==> src/rtl/bootseq_pkg.sv <==
package bootseq_pkg;

  localparam logic [7:0] OP_READ     = 8'h03;

  localparam logic [7:0] CMD_NOP     = 8'h00;
  localparam logic [7:0] CMD_REG_WR  = 8'h01;
  localparam logic [7:0] CMD_FIR     = 8'h02;
  localparam logic [7:0] CMD_IIR     = 8'h03;
  localparam logic [7:0] CMD_ROMCOEF = 8'h04;
  localparam logic [7:0] CMD_TBS     = 8'h06;
  localparam logic [7:0] CMD_ROMTBS  = 8'h07;
  localparam logic [7:0] CMD_START   = 8'h08;
  localparam logic [7:0] CMD_STOP    = 8'h09;

  typedef struct packed {
    logic       known;
    logic       var_len;
    logic       ends;
    logic [3:0] nwords;
  } cmd_info_t;

  typedef enum logic [1:0] {ENG_IDLE, ENG_SEND, ENG_READY, ENG_RECV} eng_state_e;

  typedef enum logic [2:0] {
    PS_SAMPLE, PS_HOST, PS_CMD, PS_ISSUE, PS_WORD, PS_DONE, PS_ERR
  } psr_state_e;

  function automatic cmd_info_t cmd_lookup(input logic [7:0] code);
    cmd_info_t i;
    i = '{known: 1'b1, var_len: 1'b0, ends: 1'b0, nwords: 4'd0};
    case (code)
      CMD_NOP:     i.nwords = 4'd0;
      CMD_REG_WR:  i.nwords = 4'd2;
      CMD_FIR:     i.var_len = 1'b1;
      CMD_IIR:     i.nwords = 4'd5;
      CMD_ROMCOEF: i.nwords = 4'd1;
      CMD_TBS:     i.var_len = 1'b1;
      CMD_ROMTBS:  i.nwords = 4'd1;
      CMD_START:   i.ends = 1'b1;
      CMD_STOP:    i.nwords = 4'd0;
      default:     i.known = 1'b0;
    endcase
    return i;
  endfunction

endpackage

==> src/rtl/bootseq_spi_engine.sv <==
module bootseq_spi_engine
  import bootseq_pkg::*;
#(
  parameter int unsigned CLK_DIV = 4,
  parameter int unsigned ADDR_W  = 16
) (
  input  logic              clk,
  input  logic              rst_n,
  input  logic              start_i,
  input  logic [ADDR_W-1:0] start_addr_i,
  input  logic              stop_i,
  input  logic              byte_req_i,
  output logic              byte_valid_o,
  output logic [7:0]        byte_o,
  output logic              sck_o,
  output logic              cs_n_o,
  output logic              mosi_o,
  input  logic              miso_i
);

  localparam int unsigned HDR_BITS = 8 + ADDR_W;
  localparam int unsigned CNT_W    = $clog2(HDR_BITS + 1);
  localparam int unsigned DIV_W    = (CLK_DIV > 1) ? $clog2(CLK_DIV) : 1;

  eng_state_e          st_q, st_d;
  logic [DIV_W-1:0]    div_q, div_d;
  logic [CNT_W-1:0]    bit_q, bit_d;
  logic [HDR_BITS-1:0] tx_q, tx_d;
  logic [7:0]          rx_q, rx_d;
  logic                sck_q, sck_d, cs_n_q, cs_n_d, mosi_q, mosi_d, bv_q, bv_d;
  logic                tick;

  assign tick = (div_q == DIV_W'(CLK_DIV - 1));

  always_comb begin
    st_d   = st_q;
    div_d  = div_q;
    bit_d  = bit_q;
    tx_d   = tx_q;
    rx_d   = rx_q;
    sck_d  = sck_q;
    cs_n_d = cs_n_q;
    mosi_d = mosi_q;
    bv_d   = 1'b0;
    case (st_q)
      ENG_IDLE: begin
        if (start_i) begin
          st_d   = ENG_SEND;
          cs_n_d = 1'b0;
          tx_d   = {OP_READ, start_addr_i};
          mosi_d = OP_READ[7];
          bit_d  = CNT_W'(HDR_BITS);
          div_d  = '0;
          sck_d  = 1'b0;
        end
      end
      ENG_SEND: begin
        div_d = tick ? '0 : div_q + 1'b1;
        if (tick) begin
          if (!sck_q) begin
            sck_d = 1'b1;
          end else begin
            sck_d  = 1'b0;
            tx_d   = tx_q << 1;
            mosi_d = tx_q[HDR_BITS-2];
            bit_d  = bit_q - 1'b1;
            if (bit_q == CNT_W'(1)) st_d = ENG_READY;
          end
        end
      end
      ENG_READY: begin
        if (byte_req_i) begin
          st_d  = ENG_RECV;
          bit_d = CNT_W'(8);
          div_d = '0;
        end
      end
      ENG_RECV: begin
        div_d = tick ? '0 : div_q + 1'b1;
        if (tick) begin
          if (!sck_q) begin
            sck_d = 1'b1;
            rx_d  = {rx_q[6:0], miso_i};
          end else begin
            sck_d = 1'b0;
            bit_d = bit_q - 1'b1;
            if (bit_q == CNT_W'(1)) begin
              st_d = ENG_READY;
              bv_d = 1'b1;
            end
          end
        end
      end
      default: st_d = ENG_IDLE;
    endcase
    if (stop_i && (st_q != ENG_IDLE)) begin
      st_d   = ENG_IDLE;
      cs_n_d = 1'b1;
      sck_d  = 1'b0;
      bv_d   = 1'b0;
    end
  end

  always_ff @(posedge clk or negedge rst_n) begin
    if (!rst_n) begin
      st_q   <= ENG_IDLE;
      div_q  <= '0;
      bit_q  <= '0;
      tx_q   <= '0;
      rx_q   <= '0;
      sck_q  <= 1'b0;
      cs_n_q <= 1'b1;
      mosi_q <= 1'b0;
      bv_q   <= 1'b0;
    end else begin
      st_q   <= st_d;
      div_q  <= div_d;
      bit_q  <= bit_d;
      tx_q   <= tx_d;
      rx_q   <= rx_d;
      sck_q  <= sck_d;
      cs_n_q <= cs_n_d;
      mosi_q <= mosi_d;
      bv_q   <= bv_d;
    end
  end

  assign byte_valid_o = bv_q;
  assign byte_o       = rx_q;
  assign sck_o        = sck_q;
  assign cs_n_o       = cs_n_q;
  assign mosi_o       = mosi_q;

  // serial clock rests low whenever the device is deselected
  a_r2_sck_idle_low: assert property (@(posedge clk) disable iff (!rst_n)
    cs_n_o |-> !sck_o);

  // output data moves only on a falling clock or at select
  a_r2_mosi_on_fall: assert property (@(posedge clk) disable iff (!rst_n)
    !$stable(mosi_o) |-> ($fell(sck_o) || $fell(cs_n_o)));

  // a byte is only reported while the device is selected
  a_r3_byte_in_frame: assert property (@(posedge clk) disable iff (!rst_n)
    byte_valid_o |-> !cs_n_o);

endmodule

==> src/rtl/bootseq_record_fsm.sv <==
module bootseq_record_fsm
  import bootseq_pkg::*;
#(
  parameter int unsigned ADDR_W     = 16,
  parameter int unsigned START_ADDR = 'h0010,
  parameter int unsigned LAST_ADDR  = 'h1FFF
) (
  input  logic        clk,
  input  logic        rst_n,
  input  logic        boot_sel_i,
  input  logic        interp_busy_i,
  output logic        eng_start_o,
  output logic        eng_stop_o,
  output logic        byte_req_o,
  input  logic        byte_valid_i,
  input  logic [7:0]  byte_i,
  output logic        cmd_valid_o,
  output logic [7:0]  cmd_code_o,
  output logic        word_valid_o,
  output logic [23:0] word_o,
  output logic        host_idle_o,
  output logic        done_o,
  output logic        error_o
);

  psr_state_e        st_q, st_d;
  logic [ADDR_W-1:0] addr_q, addr_d;
  logic [7:0]        code_q, code_d;
  logic [15:0]       left_q, left_d;
  logic              varf_q, varf_d, eoi_q, eoi_d;
  logic [1:0]        bidx_q, bidx_d;
  logic [15:0]       hold_q, hold_d;
  logic              cv_q, cv_d, wv_q, wv_d, host_q, host_d, done_q, done_d;
  logic              err_q, err_d, start_q, start_d;
  logic [7:0]        cc_q, cc_d;
  logic [23:0]       wd_q, wd_d;
  logic              at_last;
  cmd_info_t         rx_info, cur_info;
  logic [23:0]       full_word;
  logic [15:0]       remain;

  assign at_last   = (addr_q == ADDR_W'(LAST_ADDR));
  assign rx_info   = cmd_lookup(byte_i);
  assign cur_info  = cmd_lookup(code_q);
  assign full_word = {hold_q, byte_i};
  assign remain    = varf_q ? full_word[15:0] : (left_q - 16'd1);

  always_comb begin
    st_d    = st_q;
    addr_d  = addr_q;
    code_d  = code_q;
    left_d  = left_q;
    varf_d  = varf_q;
    eoi_d   = eoi_q;
    bidx_d  = bidx_q;
    hold_d  = hold_q;
    cv_d    = 1'b0;
    wv_d    = 1'b0;
    cc_d    = cc_q;
    wd_d    = wd_q;
    host_d  = host_q;
    done_d  = done_q;
    err_d   = err_q;
    start_d = 1'b0;
    case (st_q)
      PS_SAMPLE: begin
        if (boot_sel_i) begin
          start_d = 1'b1;
          st_d    = PS_CMD;
        end else begin
          host_d = 1'b1;
          st_d   = PS_HOST;
        end
      end
      PS_CMD: begin
        if (byte_valid_i) begin
          addr_d = addr_q + 1'b1;
          code_d = byte_i;
          eoi_d  = at_last;
          if (!rx_info.known) begin
            st_d  = PS_ERR;
            err_d = 1'b1;
          end else begin
            st_d = PS_ISSUE;
          end
        end
      end
      PS_ISSUE: begin
        if (!interp_busy_i) begin
          cv_d   = 1'b1;
          cc_d   = code_q;
          bidx_d = 2'd0;
          if (cur_info.ends || eoi_q) begin
            st_d   = PS_DONE;
            done_d = 1'b1;
          end else if (cur_info.var_len) begin
            varf_d = 1'b1;
            left_d = 16'd1;
            st_d   = PS_WORD;
          end else if (cur_info.nwords == 4'd0) begin
            st_d = PS_CMD;
          end else begin
            varf_d = 1'b0;
            left_d = 16'(cur_info.nwords);
            st_d   = PS_WORD;
          end
        end
      end
      PS_WORD: begin
        if (byte_valid_i) begin
          addr_d = addr_q + 1'b1;
          hold_d = {hold_q[7:0], byte_i};
          if (bidx_q == 2'd2) begin
            bidx_d = 2'd0;
            wv_d   = 1'b1;
            wd_d   = full_word;
            varf_d = 1'b0;
            left_d = remain;
            if (remain == 16'd0) st_d = PS_CMD;
          end else begin
            bidx_d = bidx_q + 1'b1;
          end
          if (at_last) begin
            st_d   = PS_DONE;
            done_d = 1'b1;
          end
        end
      end
      default: ;
    endcase
  end

  always_ff @(posedge clk or negedge rst_n) begin
    if (!rst_n) begin
      st_q    <= PS_SAMPLE;
      addr_q  <= ADDR_W'(START_ADDR);
      code_q  <= '0;
      left_q  <= '0;
      varf_q  <= 1'b0;
      eoi_q   <= 1'b0;
      bidx_q  <= '0;
      hold_q  <= '0;
      cv_q    <= 1'b0;
      wv_q    <= 1'b0;
      cc_q    <= '0;
      wd_q    <= '0;
      host_q  <= 1'b0;
      done_q  <= 1'b0;
      err_q   <= 1'b0;
      start_q <= 1'b0;
    end else begin
      st_q    <= st_d;
      addr_q  <= addr_d;
      code_q  <= code_d;
      left_q  <= left_d;
      varf_q  <= varf_d;
      eoi_q   <= eoi_d;
      bidx_q  <= bidx_d;
      hold_q  <= hold_d;
      cv_q    <= cv_d;
      wv_q    <= wv_d;
      cc_q    <= cc_d;
      wd_q    <= wd_d;
      host_q  <= host_d;
      done_q  <= done_d;
      err_q   <= err_d;
      start_q <= start_d;
    end
  end

  assign eng_start_o  = start_q;
  assign eng_stop_o   = (st_q == PS_DONE) || (st_q == PS_ERR);
  assign byte_req_o   = ((st_q == PS_CMD) || (st_q == PS_WORD)) && !byte_valid_i;
  assign cmd_valid_o  = cv_q;
  assign cmd_code_o   = cc_q;
  assign word_valid_o = wv_q;
  assign word_o       = wd_q;
  assign host_idle_o  = host_q;
  assign done_o       = done_q;
  assign error_o      = err_q;

  // no command strobe after an edge that saw the interpreter busy
  a_r7_no_cmd_while_busy: assert property (@(posedge clk) disable iff (!rst_n)
    cmd_valid_o |-> !$past(interp_busy_i));

  // command and word strobes are mutually exclusive
  a_r6_strobes_exclusive: assert property (@(posedge clk) disable iff (!rst_n)
    !(cmd_valid_o && word_valid_o));

  // nothing is delivered once the sequence has finished
  a_r8_quiet_after_done: assert property (@(posedge clk) disable iff (!rst_n)
    done_o |=> (!cmd_valid_o && !word_valid_o && done_o));

  // error and done never coexist
  a_r10_err_not_done: assert property (@(posedge clk) disable iff (!rst_n)
    error_o |-> !done_o);

  // host mode never starts the reader or emits strobes
  a_r1_host_silent: assert property (@(posedge clk) disable iff (!rst_n)
    host_idle_o |-> (!eng_start_o && !cmd_valid_o && !word_valid_o));

endmodule

==> src/rtl/eeprom_boot_seq.sv <==
module eeprom_boot_seq #(
  parameter int unsigned CLK_DIV    = 4,
  parameter int unsigned ADDR_W     = 16,
  parameter int unsigned START_ADDR = 'h0010,
  parameter int unsigned LAST_ADDR  = 'h1FFF
) (
  input  logic        clk,
  input  logic        rst_n,
  input  logic        boot_sel,
  output logic        spi_sck,
  output logic        spi_cs_n,
  output logic        spi_mosi,
  input  logic        spi_miso,
  input  logic        interp_busy,
  output logic        cmd_valid,
  output logic [7:0]  cmd_code,
  output logic        word_valid,
  output logic [23:0] word_data,
  output logic        host_idle,
  output logic        done,
  output logic        error
);

  logic       rst_meta, rst_sync;
  logic       eng_start, eng_stop, byte_req, byte_valid;
  logic [7:0] rx_byte;

  always_ff @(posedge clk or negedge rst_n) begin
    if (!rst_n) begin
      rst_meta <= 1'b0;
      rst_sync <= 1'b0;
    end else begin
      rst_meta <= 1'b1;
      rst_sync <= rst_meta;
    end
  end

  bootseq_spi_engine #(
    .CLK_DIV (CLK_DIV),
    .ADDR_W  (ADDR_W)
  ) eng_i (
    .clk          (clk),
    .rst_n        (rst_sync),
    .start_i      (eng_start),
    .start_addr_i (ADDR_W'(START_ADDR)),
    .stop_i       (eng_stop),
    .byte_req_i   (byte_req),
    .byte_valid_o (byte_valid),
    .byte_o       (rx_byte),
    .sck_o        (spi_sck),
    .cs_n_o       (spi_cs_n),
    .mosi_o       (spi_mosi),
    .miso_i       (spi_miso)
  );

  bootseq_record_fsm #(
    .ADDR_W     (ADDR_W),
    .START_ADDR (START_ADDR),
    .LAST_ADDR  (LAST_ADDR)
  ) psr_i (
    .clk           (clk),
    .rst_n         (rst_sync),
    .boot_sel_i    (boot_sel),
    .interp_busy_i (interp_busy),
    .eng_start_o   (eng_start),
    .eng_stop_o    (eng_stop),
    .byte_req_o    (byte_req),
    .byte_valid_i  (byte_valid),
    .byte_i        (rx_byte),
    .cmd_valid_o   (cmd_valid),
    .cmd_code_o    (cmd_code),
    .word_valid_o  (word_valid),
    .word_o        (word_data),
    .host_idle_o   (host_idle),
    .done_o        (done),
    .error_o       (error)
  );

  // a bad code releases the chip select on the following edge
  a_r10_err_releases_cs: assert property (@(posedge clk) disable iff (!rst_sync)
    error |=> spi_cs_n);

  // completion releases the chip select on the following edge
  a_r8_done_releases_cs: assert property (@(posedge clk) disable iff (!rst_sync)
    done |=> spi_cs_n);

endmodule

==> config.mk <==
export PLATFORM = sky130hd
export DESIGN_NAME = eeprom_boot_seq
export DESIGN_NICKNAME = d
export VERILOG_FILES = /design/src/rtl/bootseq_pkg.sv /design/src/rtl/bootseq_spi_engine.sv /design/src/rtl/bootseq_record_fsm.sv /design/src/rtl/eeprom_boot_seq.sv
export SDC_FILE = /design/constraint.sdc
export NUM_CORES = 1
export LEC_CHECK = 0
export ABC_CLOCK_PERIOD_IN_PS = 5500
export BUFFER_PORTS_ARGS = -buffer_cell sky130_fd_sc_hd__buf_4
export CORE_AREA = 2 2 140 142
export CTS_CLUSTER_DIAMETER = 30
export CTS_CLUSTER_SIZE = 40
export DETAILED_ROUTE_END_ITERATION = 8
export DIE_AREA = 0 0 142 144
export GPL_ROUTABILITY_DRIVEN = 0
export SETUP_SLACK_MARGIN = 0.02
export SLEW_MARGIN = 20
export SYNTH_ARGS = -nofsm -noshare
export SYNTH_HDL_FRONTEND = slang
export SYNTH_SLANG_ARGS = --single-unit
==> constraint.sdc <==
create_clock -name clk -period 5.5 [get_ports clk]
set_input_delay 0.55 -clock clk [delete_from_list [all_inputs] [get_ports clk]]
set_output_delay 0.55 -clock clk [all_outputs]
set_load 0.01 [all_outputs]
After elaboration in Yosys (flattened, before gate mapping)
Index checks and enable logic that the tools add are counted.
- bits in registers: 147
- bits in latches: 0
- bits in writable memories: 0
- ROM bits: 0
- input port bits: 5
- output and inout port bits: 40
- memories kept: 0
- add/subtract/negate cells: 5
- multiply operators: 0
- div/mod/pow operators: 0
- $lt $le $gt $ge: 0
- equality and inequality tests: 48
- shift-type cells: 0
- mux-type cells: 82
- bitwise logic cells: 4
- reductions and logical operators: 41
- operators with widths (kind ; number):
    $mux 16 ; 7
    $mux 23 ; 3
    $eq 8x3->1 const B ; 6
    $pmux 23 s2 ; 1
    $mux 1 ; 33
    $eq 8x2->1 const B ; 4
    $pmux 16 s2 ; 1
    $mux 3 ; 10
    $mux 2 ; 13
    $eq 8x4->1 const B ; 3
    $mux 5 ; 4
    $ne 2x1->1 const B ; 9
    $add 16x1->16 const B ; 1
    $eq 16x13->1 const B ; 1
    $eq 8x1->1 const B ; 2
    $logic_not 16->1 ; 1
    $sub 16x1->16 const B ; 1
    $ne 3x1->1 const B ; 5
    $pmux 5 s3 ; 1
    $reduce_and 3->1 ; 5
    $reduce_and 2->1 ; 7
    $pmux 2 s3 ; 2
    $pmux 3 s4 ; 1
    $reduce_and 6->1 ; 2
    other kinds (27) ; 57

Longest topological paths before layout
- word-level depth: 9
- depth in mapped cells: 10

Cells and area by module
Synthesis repeated with hierarchy kept, for this count alone.
- cell total of the unflattened synthesis: 640
- area total of the unflattened synthesis: 6979.2 um^2
- modules (own cells, without submodules) (module ; times used ; cells an instance ; area each (um^2) ; sequential area each (um^2)):
    bootseq_record_fsm ; 1 ; 478 ; 4833.4 ; 2528.7
    bootseq_spi_engine ; 1 ; 158 ; 2088.3 ; 1102.3
    eeprom_boot_seq ; 1 ; 4 ; 57.6 ; 50.0

Least setup slack after synthesis
No wires, ideal clock.
- path kind: reg-to-reg
- start point: register psr_i.left_q[0]
- end point: register psr_i.st_q[2]
- arrival: 2529 ps
- slack: 2850 ps
- cell stages (with the launch flop): 11
- path buffers: 1
- period minus slack after synthesis: 2650 ps
- cells stage by stage: dfrtp_1 > inv_1 > ha_1 > or3b_2 > clkbuf_1 > nor4b_1 > xor2_1 > mux2i_1 > nand3_1 > o41a_1 > o22a_1
- longest elaborated chain between the ends: 5
- RTL lines (element ; line ; RTL):
    start, declared ; bootseq_record_fsm.sv:29 ; logic [15:0] left_q, left_d;
    start signal, assigned ; bootseq_record_fsm.sv:155 ; left_q <= left_d;
    $sub 16x1->16 ; bootseq_record_fsm.sv:46 ; assign remain = varf_q ? full_word[15:0] : (left_q - 16'd1);
    $mux 16 ; bootseq_record_fsm.sv:46 ;
    $logic_not 16->1 ; bootseq_record_fsm.sv:119 ; if (remain == 16'd0) st_d = PS_CMD;
    $ne 3x1->1 (no line) ; - ;
    $reduce_and 6->1 (no line) ; - ;
    end signal, assigned ; bootseq_record_fsm.sv:152 ; st_q <= st_d;
    end, declared ; bootseq_record_fsm.sv:26 ; psr_state_e st_q, st_d;
No other way between the ends.
A chain may end at the register's enable or synchronous reset.

Worst setup path in the final report
- start point: register psr_i.st_q[0]
- end point: register psr_i.left_q[11]
- longest elaborated chain between the ends: 3
- elaborated cells between the ends (all ways): 10
- those cells by class: 7 x eq/ne; 1 x mux; 2 x reduce/logical
- RTL lines (element ; line ; RTL):
    $eq 3x2->1 or $eq 3x3->1 (tied branches) ; bootseq_record_fsm.sv:65 ; case (st_q)
    $ne 3x2->1 (no line) (tied with other cells) ; - ;
    $reduce_and 6->1 (no line) ; - ;
Several ways; a longest one is shown, not always the timed one.

==> results.py <==
metrics = {
    "status": {
        "outcome": "complete, no violations",
    },
    "floorplanning": {
        "die_w_um": 142,
        "num_rows": 51,
        "core_area_um2": 19100,
        "dieArea_um2": 20400,
        "start_util_pct": 34.2,
        "io_pins": 45,
        "die_y_um": 144,
    },
    "route": {
        "wl_per_cell_um": 14.2,
        "first_pass_iters": 4,
        "drt_iter0_markers": 364,
        "num_vias": 4828,
        "vias_per_cell": 4.94,
        "drtAntennaViolNets": 0,
        "wl_um": 13800,
        "drc": 0,
    },
    "yosys": {
        "syn_area_um2": 6520,
        "ys_warn_count": 0,
        "ys_ff_latch": 143,
        "synthArstFlopShare_pct": 100,
        "ys.flop_type": "dfrtp_1",
        "syn_nets": 702,
        "synth_edf_count": 0,
        "syn_inst": 692,
        "synthDistinctLibCells": 64,
        "syn_avg_cell_area_um2": 9.42,
        "yosysSeqAreaShare_pct": 54.9,
    },
    "timing": {
        "tightest_slew_ns": 1.06,
        "finalMaxSlewViolations": 0,
        "finClkSkew_ns": 0.00876,
        "post-route-min-period_ns": 3.19,
        "rsz0062_at_grt": "no",
        "relSlewSlack_pct": 29.0,
        "fin_crit_sh_pct": 58.0,
        "setup_violations": 0,
        "hold_viol": 0,
        "timing.fmax_mhz": 314,
        "setup_tns_ns": 0,
    },
    "placed_design": {
        "dpl_cell_area_um2": 7040,
        "dp_hpwl_um": 9190,
        "portBuffers": 44,
    },
    "power": {
        "switching_share_pct": 32.6,
        "clkPwrFrac_pct": 34.8,
        "seqPwrFrac_pct": 42.0,
        "p_switching_w": 0.00117,
        "internal_power_w": 0.00243,
        "combPwrFrac_pct": 23.1,
        "ir_worst_vdd_uv": 257,
        "p_leak_nw": 3.72,
        "power_density_nw_per_um2": 468,
    },
    "critical_path": {
        "start_kind": "flop",
        "crit_path_top_delay_cell": "inv_1",
        "endpoint_kind": "flop",
        "crit_type": "flop to flop",
        "cp.arrival_ns": 3.47,
        "path_cells": "nor2_1 -> and3_1 -> nand2_1 -> inv_1 -> nor2_1 -> o21ai_0 -> o21ai_0",
        "startpoint": "psr_i.st_q[0]",
        "r2r-start": "psr_i.st_q[0]",
        "max_stage_delay_ns": 0.71,
        "required_ns": 5.78,
        "crit_fanout": 30,
    },
    "global_route": {
        "grt_overflow": 0,
        "grt_pass1_wl_um": 23600,
        "grt_max_degree": 56,
        "grt_use_total_pct": 14.5,
        "grt_pass1_vias": 4694,
        "antenna_found_initial": 0,
    },
    "cells_and_area": {
        "num-fill-cells": 1846,
        "diodes": 0,
        "final_cell_area_um2": 7700,
        "layout_commonest_cell": "nand2_1",
        "synthToLayoutAreaGrowth_pct": 18.1,
        "drive_above_1_share_pct": 14.9,
        "final_cell_mix": "nand2_1, dfrtp_1, buf_4, o21ai_0, nor2_1",
        "regArea_um2": 3580,
        "multiInputGateArea_um2": 2740,
        "layout.nets": 736,
    },
    "clocking": {
        "cts_tree": "built",
        "clkLatencyLatePin_ns": 0.42,
        "clk_pin_slew_ns": 0.06,
        "root_buffer": "clkbuf_16",
        "cts_made_buffers": 17,
        "htreeDepth": 4,
        "clk_path_buf_depth": 2,
        "clock_sinks": 143,
    },
    "run": {
        "cap_violations": 0,
    },
    "worst_hold_path": {
        "hp-class": "input port to flop",
        "min_from": "boot_sel",
    },
}
layer usage:
layer  wire (um)  vias to the layer above  share of wire, %  track usage [%]
li1            -                     2419                 -                -
met1        6720                     2334                49             19.7
met2        6540                       56                47             23.1
met3         333                       19               2.4             3.05
met4         247                        0               1.8             5.11
met5           0                        -                 0                0
repair_timing:
item / 4_1_cts / 5_1_grt
setup endpoints to repair: 0 / 0
hold buffers: 1 / 0
endpoints found under the hold margin: 2 / 0
buffers inserted: 0 / 0
gates resized for setup: 0 / 0
Yosys cell counts (all sizes together) (3+ instances only):
cell type / instances / share of area, %
nor3b: 5 / 0.58
a211oi: 3 / 0.35
or3: 3 / 0.36
buf: 3 / 0.35
nor4b: 4 / 0.77
a21o: 6 / 0.69
o31ai: 5 / 0.58
ha: 5 / 0.96
o21ai: 46 / 3.5
dfrtp: 141 / 54
a31oi: 3 / 0.29
nand3: 13 / 1.0
xor2: 13 / 1.7
mux2i: 8 / 1.2
nand2: 222 / 13
nand2b: 5 / 0.48
nand3b: 4 / 0.46
a21oi: 12 / 0.92
nor4: 10 / 0.96
nor2: 33 / 1.9
o22ai: 11 / 1.1
nor2b: 7 / 0.67
clkbuf: 33 / 2.1
inv: 11 / 0.63
nand4: 6 / 0.58
nor3: 13 / 1.0
xnor2: 16 / 2.1
mux2: 17 / 2.9
cells by family after synthesis:
kind of cell / Yosys count / synth area share, %
other: 1 / 0.0575
flip-flops: 143 / 54.9
multiplexers: 25 / 4.17
XOR/XNOR: 29 / 3.90
adder cells (fa/ha/maj): 5 / 0.960
AND/OR/NAND/NOR: 336 / 22.9
buffers and inverters: 48 / 3.11
AO/OA/AOI/OAI: 105 / 9.96
sequential cells by signal (all words and copies together), names as in the netlist, 8 cells and up:
| name | flops |
|---|---|
| psr_i.code_q | 8 |
| psr_i.addr_q | 16 |
| eng_i.tx_q | 19 |
| psr_i.left_q | 16 |
| psr_i.cmd_code_o | 8 |
| psr_i.hold_q | 16 |
| psr_i.word_o | 24 |
| eng_i.byte_o | 8 |
power groups by stage:
stage / logic, W / clock network [W] / registers, W
after floorplan: 0.000707 / 0 / 0.00144
after CTS: 0.000843 / 0.00128 / 0.00152
final: 0.000833 / 0.00125 / 0.00151
after global routing: 0.000964 / 0.00133 / 0.00156
after global placement: 0.000827 / 0 / 0.00153
after detailed placement: 0.000840 / 0 / 0.00153
metrics by stage:
stage               utilization, %  setup slack (ns)  hold WS, ns  instances  power (W)
CTS                           40.3              2.32        0.318        977    0.00364
detailed placement            36.9              2.34        0.333        944    0.00237
floorplan                        -              1.22        0.254        692    0.00215
global route                  40.3              1.88        0.321        977    0.00385
finish                        40.3              2.31        0.333        977    0.00360
global placement              36.9              2.49        0.334        944    0.00236
path summary, 6_finish.rpt:
check | depth (start not counted) | slack [ns] | to
max | 7 | 2.31 | psr_i.left_q[11]
min | 2 | 0.33 | psr_i.host_idle_o
max reg2reg | 7 | 2.31 | psr_i.left_q[11]
min reg2reg | 0 | 0.35 | rst_sync
max in group asynchronous | 1 | 3.98 | psr_i.left_q[0]
min in group asynchronous | 0 | 0.37 | psr_i.error_o
cell type report:
type	count	area share, %
flip-flops and latches	143	46.6
multi-input cells	501	35.6
clock buffers	18	5.58
repair buffers	51	5.01
well taps	238	3.87
clock inverters	14	2.78
inverters	12	0.585
critical path: cells and delay by family, from the launching register on:
| family | cells | cell delay [ns] |
|---|---|---|
| flops | 1 | 0.52 |
| simple gates | 4 | 1.44 |
| buf+inv | 1 | 0.71 |
| compound gates | 2 | 0.37 |
(Power assumes the default switching activity.)
